===== src/rtl/slg_pkg.sv =====
// Package: shared age and range helpers for the speculative load order guard.
// Assumes tags and addresses fit in 32 bits and that callers zero-extend them.
package slg_pkg;

    // True when tag a is older than tag b. Bit w-1 is the wrap bit.
    function automatic logic seq_older(input logic [31:0] a, input logic [31:0] b,
                                       input int unsigned w);
        logic [31:0] mask;
        logic        same_lap;
        mask     = (32'd1 << (w - 1)) - 32'd1;
        same_lap = (((a ^ b) >> (w - 1)) & 32'd1) == 32'd0;
        if (same_lap) return (a & mask) < (b & mask);
        return (a & mask) > (b & mask);
    endfunction

    // True when the inclusive ranges [a_lo,a_hi] and [b_lo,b_hi] share a point.
    function automatic logic span_overlap(input logic [31:0] a_lo, input logic [31:0] a_hi,
                                          input logic [31:0] b_lo, input logic [31:0] b_hi);
        return (a_lo <= b_hi) && (b_lo <= a_hi);
    endfunction

endpackage


===== src/rtl/slg_entry.sv =====
// Module: one tracked load slot.
// Holds the tag, I/O flag, executed flag and byte range of one load, and
// compares them against a resolving store and a remote invalidation.
// Assumes allocation and free never target this slot in the same cycle.
module slg_entry #(
    parameter int SEQ_W   = 6,
    parameter int ADDR_W  = 24,
    parameter int LEN_W   = 3,
    parameter int LINE_SH = 6
) (
    input  logic              clk,
    input  logic              rst_n,
    input  logic              alloc_en,
    input  logic [SEQ_W-1:0]  alloc_tag,
    input  logic              alloc_mmio,
    input  logic              free_en,
    input  logic              exec_valid,
    input  logic [SEQ_W-1:0]  exec_tag,
    input  logic [ADDR_W-1:0] exec_addr,
    input  logic [LEN_W-1:0]  exec_len,
    input  logic              st_valid,
    input  logic [SEQ_W-1:0]  st_tag,
    input  logic [ADDR_W-1:0] st_addr,
    input  logic [LEN_W-1:0]  st_len,
    input  logic              inv_valid,
    input  logic [ADDR_W-1:0] inv_addr,
    output logic              e_valid,
    output logic [SEQ_W-1:0]  e_tag,
    output logic              st_hit,
    output logic              inv_hit
);
    import slg_pkg::*;

    logic              valid_q;
    logic              done_q;
    logic              mmio_q;
    logic [SEQ_W-1:0]  tag_q;
    logic [ADDR_W-1:0] addr_q;
    logic [LEN_W-1:0]  len_q;

    logic [31:0] ld_lo, ld_hi, sr_lo, sr_hi, inv_line;

    // Slot state: allocate, free, or capture the executed range.
    always_ff @(posedge clk) begin
        if (!rst_n) begin
            valid_q <= 1'b0;
            done_q  <= 1'b0;
            mmio_q  <= 1'b0;
            tag_q   <= '0;
            addr_q  <= '0;
            len_q   <= '0;
        end else if (alloc_en) begin
            valid_q <= 1'b1;
            done_q  <= 1'b0;
            mmio_q  <= alloc_mmio;
            tag_q   <= alloc_tag;
        end else if (free_en) begin
            valid_q <= 1'b0;
            done_q  <= 1'b0;
        end else if (exec_valid && valid_q && !mmio_q && (exec_tag == tag_q)) begin
            done_q  <= 1'b1;
            addr_q  <= exec_addr;
            len_q   <= exec_len;
        end
    end

    // Range arithmetic on 32 bits so the upper end never wraps.
    always_comb begin
        ld_lo    = 32'(addr_q);
        ld_hi    = 32'(addr_q) + 32'(len_q);
        sr_lo    = 32'(st_addr);
        sr_hi    = 32'(st_addr) + 32'(st_len);
        inv_line = 32'(inv_addr) >> LINE_SH;
    end

    // Violation tests for the store and the invalidation.
    always_comb begin
        st_hit  = st_valid && valid_q && done_q &&
                  seq_older(32'(st_tag), 32'(tag_q), SEQ_W) &&
                  span_overlap(ld_lo, ld_hi, sr_lo, sr_hi);
        inv_hit = inv_valid && valid_q && done_q &&
                  ((ld_lo >> LINE_SH) <= inv_line) && (inv_line <= (ld_hi >> LINE_SH));
    end

    assign e_valid = valid_q;
    assign e_tag   = tag_q;

endmodule


===== src/rtl/slg_oldest_pick.sv =====
// Module: picks the oldest flagged slot.
// Slots hold loads in program order starting at the head pointer, so the
// first flagged slot found walking forward from the head is the oldest.
// Assumes DEPTH is a power of two.
module slg_oldest_pick #(
    parameter int DEPTH = 8,
    parameter int SEQ_W = 6,
    localparam int IDX_W = $clog2(DEPTH)
) (
    input  logic [DEPTH-1:0]            hit,
    input  logic [DEPTH-1:0][SEQ_W-1:0] tags,
    input  logic [IDX_W-1:0]            head,
    output logic                        found,
    output logic [SEQ_W-1:0]            oldest_tag
);
    logic [IDX_W-1:0] slot;

    // Forward scan from the head; the first hit wins.
    always_comb begin
        found      = 1'b0;
        oldest_tag = '0;
        slot       = '0;
        for (int k = 0; k < DEPTH; k++) begin
            slot = head + IDX_W'(k);
            if (!found && hit[slot]) begin
                found      = 1'b1;
                oldest_tag = tags[slot];
            end
        end
    end

endmodule


===== src/rtl/spec_load_guard.sv =====
// Module: speculative load order guard (top).
// Keeps speculatively executed loads in a circular queue in program order.
// Resolving stores and remote invalidations are checked against every slot,
// and a registered squash names the oldest offender. Assumes DEPTH is a
// power of two, ADDR_W < 32, and flushes always remove the youngest loads.
module spec_load_guard #(
    parameter int DEPTH   = 8,
    parameter int SEQ_W   = 6,
    parameter int ADDR_W  = 24,
    parameter int LEN_W   = 3,
    parameter int LINE_SH = 6
) (
    input  logic              clk,
    input  logic              rst_n,
    input  logic              alloc_valid,
    input  logic [SEQ_W-1:0]  alloc_tag,
    input  logic              alloc_mmio,
    output logic              alloc_ready,
    input  logic              exec_valid,
    input  logic [SEQ_W-1:0]  exec_tag,
    input  logic [ADDR_W-1:0] exec_addr,
    input  logic [LEN_W-1:0]  exec_len,
    input  logic              st_valid,
    input  logic [SEQ_W-1:0]  st_tag,
    input  logic [ADDR_W-1:0] st_addr,
    input  logic [LEN_W-1:0]  st_len,
    input  logic              inv_valid,
    input  logic [ADDR_W-1:0] inv_addr,
    input  logic              ret_valid,
    input  logic              flush_valid,
    input  logic [SEQ_W-1:0]  flush_tag,
    output logic              squash_valid,
    output logic [SEQ_W-1:0]  squash_tag
);
    import slg_pkg::*;

    localparam int IDX_W = $clog2(DEPTH);
    localparam int CNT_W = IDX_W + 1;

    logic [IDX_W-1:0] head_q, tail_q;
    logic [CNT_W-1:0] count_q;
    logic [CNT_W-1:0] nkill;

    logic                        alloc_go, ret_go;
    logic [DEPTH-1:0]            e_valid, st_hit, inv_hit, kill, hit;
    logic [DEPTH-1:0]            alloc_en, free_en;
    logic [DEPTH-1:0][SEQ_W-1:0] e_tag;
    logic                        pick_found;
    logic [SEQ_W-1:0]            pick_tag;

    // Accept allocations only with room and outside flush cycles.
    always_comb begin
        alloc_ready = (count_q != CNT_W'(DEPTH));
        alloc_go    = alloc_valid && alloc_ready && !flush_valid;
        ret_go      = ret_valid && (count_q != '0) && !flush_valid;
    end

    // Per-slot allocate, free and flush-kill strobes.
    always_comb begin
        for (int i = 0; i < DEPTH; i++) begin
            kill[i]     = flush_valid && e_valid[i] &&
                          seq_older(32'(flush_tag), 32'(e_tag[i]), SEQ_W);
            alloc_en[i] = alloc_go && (tail_q == IDX_W'(i));
            free_en[i]  = kill[i] || (ret_go && (head_q == IDX_W'(i)));
        end
    end

    // Count the slots a flush removes.
    always_comb begin
        nkill = '0;
        for (int i = 0; i < DEPTH; i++) nkill = nkill + CNT_W'(kill[i]);
    end

    generate
        for (genvar g = 0; g < DEPTH; g++) begin : g_slot
            slg_entry #(
                .SEQ_W(SEQ_W), .ADDR_W(ADDR_W), .LEN_W(LEN_W), .LINE_SH(LINE_SH)
            ) u_slot (
                .clk(clk), .rst_n(rst_n),
                .alloc_en(alloc_en[g]), .alloc_tag(alloc_tag), .alloc_mmio(alloc_mmio),
                .free_en(free_en[g]),
                .exec_valid(exec_valid), .exec_tag(exec_tag),
                .exec_addr(exec_addr), .exec_len(exec_len),
                .st_valid(st_valid), .st_tag(st_tag), .st_addr(st_addr), .st_len(st_len),
                .inv_valid(inv_valid), .inv_addr(inv_addr),
                .e_valid(e_valid[g]), .e_tag(e_tag[g]),
                .st_hit(st_hit[g]), .inv_hit(inv_hit[g])
            );
        end
    endgenerate

    // Hits on slots removed by this cycle's flush are dropped.
    assign hit = (st_hit | inv_hit) & ~kill;

    slg_oldest_pick #(.DEPTH(DEPTH), .SEQ_W(SEQ_W)) u_pick (
        .hit(hit), .tags(e_tag), .head(head_q),
        .found(pick_found), .oldest_tag(pick_tag)
    );

    // Queue pointers and occupancy.
    always_ff @(posedge clk) begin
        if (!rst_n) begin
            head_q  <= '0;
            tail_q  <= '0;
            count_q <= '0;
        end else if (flush_valid) begin
            tail_q  <= tail_q - IDX_W'(nkill);
            count_q <= count_q - nkill;
        end else begin
            if (alloc_go) tail_q <= tail_q + IDX_W'(1);
            if (ret_go)   head_q <= head_q + IDX_W'(1);
            count_q <= count_q + CNT_W'(alloc_go) - CNT_W'(ret_go);
        end
    end

    // Registered squash request.
    always_ff @(posedge clk) begin
        if (!rst_n) begin
            squash_valid <= 1'b0;
            squash_tag   <= '0;
        end else begin
            squash_valid <= pick_found;
            squash_tag   <= pick_tag;
        end
    end

endmodule


===== config.mk =====
export PLATFORM = sky130hd
export DESIGN_NAME = spec_load_guard
export DESIGN_NICKNAME = d
export VERILOG_FILES = /design/src/rtl/slg_pkg.sv /design/src/rtl/slg_entry.sv /design/src/rtl/slg_oldest_pick.sv /design/src/rtl/spec_load_guard.sv
export SDC_FILE = /design/constraint.sdc
export NUM_CORES = 2
export LEC_CHECK = 0
export BUFFER_PORTS_ARGS = -buffer_cell sky130_fd_sc_hd__buf_2
export CAP_MARGIN = 40
export CORE_UTILIZATION = 40
export DETAILED_ROUTE_END_ITERATION = 16
export PLACE_DENSITY_LB_ADDON = 0.08
export SLEW_MARGIN = 10
export SYNTH_ARGS = -nofsm -noshare
export SYNTH_HDL_FRONTEND = slang
export SYNTH_SLANG_ARGS = --single-unit

===== constraint.sdc =====
create_clock -name clk -period 7.1 [get_ports clk]
set_clock_uncertainty 0.1 [all_clocks]
set_input_delay 1.065 -clock clk [delete_from_list [all_inputs] [get_ports clk]]
set_output_delay 1.065 -clock clk [all_outputs]
set_load 0.02 [all_outputs]

==> impl_metrics.csv <==
group,metric,value,unit
routing,drcViolationCount,0,
worst_hold_path,min_path_type,"reg -> reg",
global_routing,antenna_found_initial,7,
routing,viasPerCell,6.07,
routing,drtIter0Drc,3966,
clock_network,cts_tree,"built",
routing,dr.max_layer_used,"met5",
power,vdd_drop_max,0.000171,V
worst_hold_path,hold_start,"g_slot[4].u_slot.mmio_q$_SDFFE_PN0P_",
clock_network,clk-insertion-delay-late,0.64,ns
cells_and_area,final_area,44800,um^2
outcome,status,"finished, final reports clean",
setup_path,required,7.53,ns
clock_network,clkSinkCount,305,
clock_network,clk_transition_reported_paths,0.06,ns
synthesis,ys_types,112,
routing,firstDrtPassIters,6,
cells_and_area,finalNonFillerCells,6147,
placement,place_area,43300,um^2
cells_and_area,layout-drive-gt1-share,11.9,%
cells_and_area,nNetsFinal,5654,
routing,wl_met1,84.3,mm
sta,maxSlewViolCount,0,
setup_path,cp-start-kind,"flip-flop",
placement,numPortBuffers,112,
clock_network,cts-htree-levels,2,
placement,dp_hpwl,139,mm
synthesis,synth-seq-cells,305,
placement,finalWeightedCongestion,1.01,
power,p_leak,18.8,nW
synthesis,syn_inst,4618,
global_routing,grt_pass1_wl,246,mm
setup_path,path_max_fanout,7,
sta,hold_ws,0.375,ns
synthesis,syn_area,39800,um^2
setup_path,crit_path_start,"g_slot[4].u_slot.addr_q[0]$_SDFFE_PN0P_",
synthesis,synthArstFlopShare,0,%
sta,hold_viol_final,0,
global_routing,grt_pass1_vias,33960,
synthesis,synth_edf_count,0,
clock_network,clk_path_buf_depth,3,
synthesis,yosys_warnings,0,
routing,antenna_left,0,
synthesis,syn_nets,5449,
sta,tns,0,ns
sta,rsz0062_at_grt,"false",
setup_path,arrival,7.11,ns
routing,met2_length,67.2,mm
sta,max_freq,0.150,GHz
routing,wirelength,172,mm
synthesis,yosys.area.top_type_share,22.1,%
power,power.density,141,nW/um^2
sta,period_minus_slack,6.69,ns
cells_and_area,fin_util,45.5,%
synthesis,yosys.area.top_type,"ha_1",
setup_path,endpoint_kind,"flip-flop",
setup_path,crit_type,"reg -> reg",
floorplan,io_pins,119,
job,max_cap_violations,0,
synthesis,avgSynthCellArea,8.63,um^2
floorplan,die_w,318,um
routing,wl_per_cell,28.0,um
synthesis,synthFlopType,"dfxtp_1",
clock_network,cts_setup_buffers,0,
worst_hold_path,whs_path_depth,2,
floorplan,fp-row-count,115,
routing,routed-wl-met3,15.7,mm
synthesis,yosysSeqAreaShare,15.3,%
setup_path,r2r_cells,25,
clock_network,ctsRootBufferMaster,"clkbuf_16",
routing,vias,37329,
placement,dp.cells,6065,
floorplan,die_h,318,um
sta,period_share,94.2,%
sta,slew_headroom,31.3,%
floorplan,dieArea,101000,um^2
floorplan,coreArea,98600,um^2
floorplan,start_util,40.4,%
setup_path,r2r_start,"g_slot[4].u_slot.addr_q[0]$_SDFFE_PN0P_",
sta,finalSetupViolCount,0,
cells_and_area,syn2layout_area_growth,12.5,%
global_routing,gr-total-overflow,0,
clock_network,numCtsBuffers,43,
global_routing,grt_max_degree,156,
global_routing,grt_usage,33.2,%
synthesis,synth_area_leaders,"ha_1 22%, dfxtp_1 15%, mux2i_1 7.2%",
sta,tightest_slew,1.02,ns
cell usage after synthesis, types with 23 or more instances:
master,count
nor4_1,41
o31ai_1,23
ha_1,704
o21a_1,28
a31oi_1,29
dfxtp_1,305
nor3_1,68
xor2_1,147
buf_1,31
clkbuf_1,164
a21oi_1,210
a21o_1,123
nand4_1,144
nor2_1,162
nand2b_1,33
o211ai_1,48
mux2i_1,286
mux4_2,48
a211oi_1,41
a211o_1,23
xnor2_1,163
and3_1,63
nand2_1,313
nor2b_1,320
nand3_1,157
xnor3_1,41
inv_1,197
and4_1,57
a21boi_0,45
o21ai_0,140
and2_1,57
per-layer routing:
metal,global-route usage (%),vias up
met5,0,-
met4,8.36,4
met3,7.20,183
met2,46.4,1466
met1,50.3,18007
li1,-,17669
worst paths after layout:
kind | end | slack, ns
worst max-delay path | squash_tag[4]$_SDFF_PN0_ | 0.41
worst min-delay path | g_slot[4].u_slot.mmio_q$_SDFFE_PN0P_ | 0.38
worst max register to register | squash_tag[4]$_SDFF_PN0_ | 0.41
worst min register to register | g_slot[4].u_slot.mmio_q$_SDFFE_PN0P_ | 0.38
cells by family after synthesis:
family          after synthesis  share of synthesized area [%]
compound gates              948                           16.7
xor+xnor                    353                           9.23
fa+ha+maj                   741                           23.4
buf+inv                     406                           3.88
flops                       305                           15.3
mux                         343                           10.2
simple gates               1522                           21.2
registers in the layout (all words and copies together) (netlist names):
register and count:
g_slot.u_slot.done_q 8, tail_q 3, g_slot.u_slot.len_q 24, g_slot.u_slot.mmio_q 8, g_slot.u_slot.e_tag 48, squash_tag 6, g_slot.u_slot.e_valid 8, g_slot.u_slot.addr_q 192
head_q 3, count_q 4, squash_valid 1
where the power goes:
part	internal, W	total [W]	switching (W)
clock network	0.00145	0.00241	0.000962
logic	0.000901	0.00210	0.00120
registers	0.00175	0.00182	0.0000633
total	0.00410	0.00633	0.00223
layout by cell type, fill, tap and decap left out, types with 21 or more instances in the layout:
master,netlist,layout
and2_1,57,56
nand2b_1,33,33
buf_4,1,240
xor2_1,147,147
o31ai_1,23,23
mux4_2,48,48
a21o_1,123,123
inv_1,197,197
nor3_1,68,67
xnor2_1,163,161
nand4_1,144,144
o21a_1,28,28
o2111ai_1,22,22
o21ai_0,140,140
xnor3_1,41,41
and3_1,63,62
maj3_1,21,21
buf_2,7,115
ha_1,704,704
a211o_1,23,23
nand2_1,313,310
nor2_1,162,162
a31oi_1,29,29
a21oi_1,210,208
nor4_1,41,39
dfxtp_1,305,303
clkbuf_16,0,44
a21boi_0,45,45
o211ai_1,48,48
nand3_1,157,157
mux2i_1,286,286
a211oi_1,41,41
nor2b_1,320,320
and4_1,57,57
timing repair:
item / CTS / global route
hold buffers: 0 / 0
resized for setup: 0 / 3
setup endpoints to repair: 0 / 4
cell type report:
cell class	instances	area (um^2)
Multi-Input combinational cell	3907	32200
Antenna cell	5	12.5
Tap cell	1287	1610
Clock inverter	17	273
Timing Repair Buffer	365	2570
Fill cell	9887	53700
Sequential cell	305	6110
Inverter	201	754
Clock buffer	60	1250
per-stage QoR:
stage | total power (W) | setup WS (ns)
final | 0.00633 | 0.414
after global routing | 0.00662 | 0.0443
after CTS | 0.00635 | 0.293
after detailed placement | 0.00392 | 0.0124
after global placement | 0.00389 | 0.0558
after floorplan | 0.00316 | 0.411
critical path, stage by stage (launching register included):
cell,delay [ns]
dfxtp_1,0.38
ha_1,0.19
inv_1,0.05
fa_1,0.40
nor2b_1,0.29
o21ai_0,0.42
nor3_1,0.31
buf_4,0.20
and3_1,0.17
xnor2_1,0.17
ha_1,0.33
and3_1,0.20
o32a_1,0.15
a311oi_1,0.54
a311oi_1,0.21
a2111oi_0,0.43
o21ai_0,0.25
o221ai_1,0.33
o211ai_2,0.14
a32oi_2,0.28
buf_4,0.21
nand4_1,0.09
and3b_2,0.22
o32ai_1,0.23
a211oi_1,0.13
buf_4,0.16
Note: power is estimated with default switching activity, not from simulation.
